<file path="src/rtl/elem_alu_pkg.sv">
package elem_alu_pkg;

    localparam int DATA_W = 64;
    localparam int WIDE_W = DATA_W + 2;
    localparam int WC_W   = 2;
    localparam int OP_W   = 3;

    typedef logic        [WIDE_W-1:0] wide_u_t;
    typedef logic signed [WIDE_W-1:0] wide_t;

    localparam logic [OP_W-1:0] OP_ADD  = 3'd0;
    localparam logic [OP_W-1:0] OP_SUB  = 3'd1;
    localparam logic [OP_W-1:0] OP_AND  = 3'd2;
    localparam logic [OP_W-1:0] OP_OR   = 3'd3;
    localparam logic [OP_W-1:0] OP_XOR  = 3'd4;
    localparam logic [OP_W-1:0] OP_SADD = 3'd5;

    typedef struct packed {
        logic [DATA_W-1:0] data;
        logic              ovf;
        logic              eq;
        logic              lt;
        logic              gt;
    } elem_res_t;

    function automatic int unsigned width_bits(input logic [WC_W-1:0] code);
        return DATA_W >> code;
    endfunction

    function automatic wide_u_t low_mask(input logic [WC_W-1:0] code);
        return (wide_u_t'(1) << width_bits(code)) - wide_u_t'(1);
    endfunction

    function automatic wide_t extend_from(input wide_u_t v, input logic [WC_W-1:0] code,
                                          input logic sgn);
        wide_u_t m;
        wide_u_t lo;
        logic    top;
        m   = low_mask(code);
        lo  = v & m;
        top = lo[width_bits(code) - 1];
        return $signed((sgn && top) ? (lo | ~m) : lo);
    endfunction

endpackage

</file>
<file path="src/rtl/elem_src_ext.sv">
module elem_src_ext
    import elem_alu_pkg::*;
(
    input  logic [DATA_W-1:0] raw,
    input  logic [WC_W-1:0]   wc,
    input  logic              sgn,
    output wide_t             ext
);
    assign ext = extend_from({2'b00, raw}, wc, sgn);
endmodule

</file>
<file path="src/rtl/elem_wide_op.sv">
module elem_wide_op
    import elem_alu_pkg::*;
(
    input  wide_t           x,
    input  wide_t           y,
    input  logic [OP_W-1:0] op,
    output wide_t           w
);
    always_comb begin
        unique case (op)
            OP_ADD, OP_SADD: w = x + y;
            OP_SUB:          w = x - y;
            OP_AND:          w = x & y;
            OP_OR:           w = x | y;
            OP_XOR:          w = x ^ y;
            default:         w = '0;
        endcase
    end
endmodule

</file>
<file path="src/rtl/elem_narrow.sv">
module elem_narrow
    import elem_alu_pkg::*;
(
    input  wide_t           w,
    input  logic [WC_W-1:0] dwc,
    input  logic            sgn,
    input  logic            sat,
    input  logic            rec,
    output elem_res_t       res
);
    wide_u_t m;
    wide_t   hi;
    wide_t   lo;
    wide_t   clamp;
    wide_u_t pick;
    wide_u_t fin_w;
    wide_t   kept;
    wide_t   as_signed;

    always_comb begin
        m     = low_mask(dwc);
        hi    = sgn ? $signed(m >> 1) : $signed(m);
        lo    = sgn ? $signed(~(m >> 1)) : '0;
        clamp = (w > hi) ? hi : ((w < lo) ? lo : w);
        pick  = sat ? wide_u_t'(clamp) : wide_u_t'(w);
        fin_w = pick & m;
        // clamped values always survive re-extension, so one compare covers both modes
        kept      = extend_from(fin_w, dwc, sgn);
        as_signed = extend_from(fin_w, dwc, 1'b1);
        res.data  = fin_w[DATA_W-1:0];
        res.ovf   = rec && (kept != w);
        res.eq    = rec && (as_signed == 0);
        res.lt    = rec && (as_signed < 0);
        res.gt    = rec && (as_signed > 0);
    end
endmodule

</file>
<file path="src/rtl/elem_width_alu.sv">
module elem_width_alu
    import elem_alu_pkg::*;
#(
    parameter int NSRC = 2
) (
    input  logic              clk,
    input  logic              rst,
    input  logic              in_valid,
    output logic              in_ready,
    input  logic [DATA_W-1:0] src_a,
    input  logic [DATA_W-1:0] src_b,
    input  logic [WC_W-1:0]   src_wc,
    input  logic [WC_W-1:0]   dst_wc,
    input  logic [OP_W-1:0]   opcode,
    input  logic              signed_en,
    input  logic              sat_en,
    input  logic              rec_en,
    output logic              out_valid,
    input  logic              out_ready,
    output logic [DATA_W-1:0] out_data,
    output logic              out_ovf,
    output logic              out_eq,
    output logic              out_lt,
    output logic              out_gt
);
    logic [DATA_W-1:0] raw_src [NSRC];
    wide_t             ext_src [NSRC];
    wide_t             wide_val;
    elem_res_t         res_c;
    elem_res_t         res_q;
    logic              valid_q;
    logic [WC_W-1:0]   dwc_q;
    logic              sgn;
    logic              take;

    assign raw_src[0] = src_a;
    assign raw_src[1] = src_b;
    assign sgn        = signed_en || (opcode == OP_SADD);

    for (genvar i = 0; i < NSRC; i++) begin : g_ext
        elem_src_ext u_ext (
            .raw (raw_src[i]),
            .wc  (src_wc),
            .sgn (sgn),
            .ext (ext_src[i])
        );
    end

    elem_wide_op u_op (
        .x  (ext_src[0]),
        .y  (ext_src[1]),
        .op (opcode),
        .w  (wide_val)
    );

    elem_narrow u_nar (
        .w   (wide_val),
        .dwc (dst_wc),
        .sgn (sgn),
        .sat (sat_en),
        .rec (rec_en),
        .res (res_c)
    );

    assign in_ready = !valid_q || out_ready;
    assign take     = in_valid && in_ready;

    always_ff @(posedge clk) begin
        if (rst) begin
            valid_q <= 1'b0;
            res_q   <= '0;
            dwc_q   <= '0;
        end else if (take) begin
            valid_q <= 1'b1;
            res_q   <= res_c;
            dwc_q   <= dst_wc;
        end else if (out_ready) begin
            valid_q <= 1'b0;
        end
    end

    assign out_valid = valid_q;
    assign out_data  = res_q.data;
    assign out_ovf   = res_q.ovf;
    assign out_eq    = res_q.eq;
    assign out_lt    = res_q.lt;
    assign out_gt    = res_q.gt;

    AST_UPPER_ZERO: assert property (@(posedge clk) disable iff (rst)
        out_valid |-> ((65'(out_data) & ~65'(low_mask(dwc_q))) == 65'd0));
    AST_FLAG_EXCL: assert property (@(posedge clk) disable iff (rst)
        out_valid |-> $onehot0({out_eq, out_lt, out_gt}));
    AST_EQ_ZERO: assert property (@(posedge clk) disable iff (rst)
        (out_valid && out_eq) |-> (out_data == '0));
    AST_ONE_CYCLE: assert property (@(posedge clk) disable iff (rst)
        take |=> out_valid);
    AST_STALL_HOLD: assert property (@(posedge clk) disable iff (rst)
        (out_valid && !out_ready) |=> (out_valid && $stable(out_data) && $stable(out_ovf)));
    AST_NO_FLAGS_UNREC: assert property (@(posedge clk) disable iff (rst)
        (take && !rec_en) |=> !(out_ovf || out_eq || out_lt || out_gt));
endmodule

</file>
<file path="config.mk">
export PLATFORM = sky130hd
export DESIGN_NAME = elem_width_alu
export DESIGN_NICKNAME = d
export VERILOG_FILES = /design/src/rtl/elem_alu_pkg.sv /design/src/rtl/elem_src_ext.sv /design/src/rtl/elem_wide_op.sv /design/src/rtl/elem_narrow.sv /design/src/rtl/elem_width_alu.sv
export SDC_FILE = /design/constraint.sdc
export NUM_CORES = 1
export LEC_CHECK = 0
export CELL_PAD_IN_SITES_DETAIL_PLACEMENT = 1
export CELL_PAD_IN_SITES_GLOBAL_PLACEMENT = 2
export CORE_ASPECT_RATIO = 1.5
export CORE_MARGIN = 3
export CORE_UTILIZATION = 35
export DETAILED_ROUTE_END_ITERATION = 10
export PLACE_DENSITY = 0.95
export SLEW_MARGIN = 20
export SYNTH_ARGS = -nofsm -noshare
export SYNTH_HDL_FRONTEND = slang
export SYNTH_SLANG_ARGS = --single-unit
</file>
<file path="constraint.sdc">
create_clock -name clk -period 21.2 [get_ports clk]
set_input_delay 4.24 -clock clk [delete_from_list [all_inputs] [get_ports clk]]
set_output_delay 4.24 -clock clk [all_outputs]
set_load 0.1 [all_outputs]
</file>
==> impl_metrics.csv <==
group,metric,value,unit
floorplan,core_area,51900,sq um
clock_tree,cts.sinks,69,
setup_path,reg2reg_slack,19.20,ns
clock_tree,clockBufferDepth,2,
route,wl_per_cell,25.6,microns
flow_run,cap_violations,0,
setup_path,r2r-end,"out_data[53]",
floorplan,die_w,193,microns
run_status,status,"finished clean",
setup_path,crit_top_cell,"o21ai_0",
clock_tree,clk_pin_slew_worst_paths,0.06,ns
global_route,overflow,0,
placement,place_inst,3539,
setup_path,cp-endpoint,"out_ovf",
timing,tightest_slew,1.13,ns
route,firstDrtPassIters,5,
route,vias,22200,
setup_path,slowest_delay,0.93,ns
synthesis,seq_area_frac_synth,0.0749,
route,ant_nets,0,
setup_path,arrival,19.32,ns
timing,post-route-period-util,0.900,
route,first_iter_violations,1457,
timing,hold_violations,0,
clock_tree,cts_resized,0,
synthesis,netlist.area_leader.share,0.227,
placement,gp_congestion,1.02,
synthesis,synth_area,18500,sq um
floorplan,ioPinCount,212,
floorplan,die-area,55600,sq um
timing,fin_skew,0.00502,ns
setup_path,crit_fanout,36,
setup_path,crit_required,21.44,ns
cells_and_area,final_cells,3555,
timing,rsz0062_at_grt,"no",
cells_and_area,diodes,0,
pwr,p_leak,9.52,nW
setup_path,crit_type,"in2reg",
synthesis,ys.flop_type,"dfxtp_1",
setup_path,r2r-start,"out_valid",
clock_tree,holdBufCountCts,0,
route,wirelength,91200,microns
synthesis,synthDistinctLibCells,101,
timing,setup_tns,0,ns
floorplan,start_util,0.355,
timing,finalCriticalPeriod,19.08,ns
timing,timing.fmax,52.4,MHz
synthesis,synth_seq_cells,69,
clock_tree,htree_levels,3,
cells_and_area,seqCellArea,1380,sq um
timing,relSlewSlack,0.244,
cells_and_area,nets,3352,
floorplan,die_h,287,microns
placement,dp_slack,2.07,ns
global_route,grt_max_degree,86,
setup_path,end_kind,"flip-flop",
global_route,grt.total_usage,0.315,
pwr,power_density,66.6,nW/um^2
timing,setup_viol,0,
global_route,grt_pass1_vias,23400,
synthesis,yosysWarnings,0,
clock_tree,cts_tree,"yes",
timing,drv_slew,0,
synthesis,synth.avg_cell_area,6.70,sq um
global_route,antenna_found_initial,0,
setup_path,slowest_stage,"clkdlybuf4s50_1",
timing,setup_slack,2.12,ns
cells_and_area,nFillCells,6587,
floorplan,rows,102,
cells_and_area,layout-drive-gt1-share,0.0410,
pwr,ir_drop,0.0852,mV
global_route,grt_pass1_wl,139000,microns
clock_tree,cts_buffers,9,
placement,io_buffers,211,
setup_path,reg2reg_depth,6,
cells_and_area,area_delta_synth_final,16.8,%
cells_and_area,design_area,21600,sq um
synthesis,synthTopCellsByArea,"ha_1 23%, a21oi_1 11%, dfxtp_1 7.5%",
clock_tree,postCtsSetupRepairBufs,0,
synthesis,synth_top_area_cell,"ha_1",
clock_tree,clk_latency,0.35,ns
setup_path,setup.worst_path.start,"src_wc[1]",
placement,dp_hpwl,74400,microns
hold_path,hp-class,"reg2reg",
route,drcViolationCount,0,
clock_tree,root_buffer,"clkbuf_16",
placement,placed_cell_area,21200,sq um
synthesis,async_flop_share,0,
route,viasPerCell,6.25,
setup_path,critPathLaunchType,"input pin",
synthesis,synth_edf_count,0,
cells_and_area,multi_input_area,15700,sq um
synthesis,synth_cells,2754,
==> registers in the layout (all words and copies together) (netlist names) <==
signal     count
out_eq         1
out_gt         1
out_valid      1
out_ovf        1
out_data      64
out_lt         1
==> kinds of logic (layout without fill, tap and decap cells) <==
kind of cell,count (synthesis),count (layout),share of synthesized area
AO/OA/AOI/OAI,986,986,0.335
XOR/XNOR,118,118,0.0560
adder cells (fa/ha/maj),336,336,0.228
buffers and inverters,380,492,0.0777
flip-flops,69,69,0.0749
multiplexers,21,21,0.0121
other,2,15,0.000407
AND/OR/NAND/NOR,842,842,0.216
==> power breakdown <==
group,switching (mW),internal [mW],total [mW]
logic,0.765,0.365,1.13
clock network,0.0649,0.0929,0.158
registers,0.00631,0.140,0.147
total,0.837,0.598,1.44
==> synthesized netlist by cell type (all sizes together) (20+ instances only) <==
cell type  count
nand3         57
a21o          42
nand2b        20
o211ai        32
inv          212
clkbuf       143
nand2        248
a211oi        34
nand4         63
ha           335
xnor2        100
nor3          67
a22oi         45
nor2         252
o21ai        191
dfxtp         69
buf           23
a31oi         33
o21a          21
a21oi        400
nor4          25
==> layer usage <==
layer  share of wire  track usage  vias up
met2            0.48        0.552      789
met3           0.045       0.0294      265
met5               0            0        -
met1            0.41        0.374    10900
li1                -            -    10300
met4           0.065        0.186        0
==> stage by stage <==
stage / util / total power [mW] / hold WS (ns)
global route: 0.415 / 1.54 / 0.475
CTS: 0.415 / 1.42 / 0.463
global placement: 0.409 / 1.22 / 0.445
finish: 0.415 / 1.44 / 0.455
detailed placement: 0.409 / 1.25 / 0.449
floorplan: - / 0.879 / 0.883
==> worst max-delay path: cells and delay by family <==
family	cells	cell delay (ns)
compound gates	22	7.99
xor+xnor	2	0.30
fa+ha+maj	3	1.30
buf+inv	3	1.49
simple gates	14	3.94
==> worst min path at each step <==
stage                      start      endpoint  cells after the start
detailed placement  out_data[54]  out_data[54]                      2
floorplan                 out_lt        out_lt                      2
global placement    out_data[16]  out_data[16]                      2
global route        out_data[16]  out_data[16]                      2
CTS                 out_data[16]  out_data[16]                      2
finish              out_data[16]  out_data[16]                      2
==> layout make-up <==
type,instances,area share
Tap cell,676,0.0392
Inverter,214,0.0373
Clock inverter,7,0.00383
Sequential cell,69,0.0641
Timing Repair Buffer,262,0.115
Multi-Input combinational cell,2318,0.730
Clock buffer,9,0.0105
==> placed cells by master, fill, tap and decap left out, types with 63 or more instances in the layout <==
master / synthesis / layout
nor3_1: 65 / 63
ha_1: 335 / 335
o21ai_0: 173 / 169
dfxtp_1: 69 / 69
xnor2_1: 100 / 100
nand2_1: 248 / 247
inv_1: 211 / 211
nor2_1: 251 / 246
a21oi_1: 400 / 400
clkdlybuf4s50_1: 0 / 209
Power figures use the tool's default switching activity.
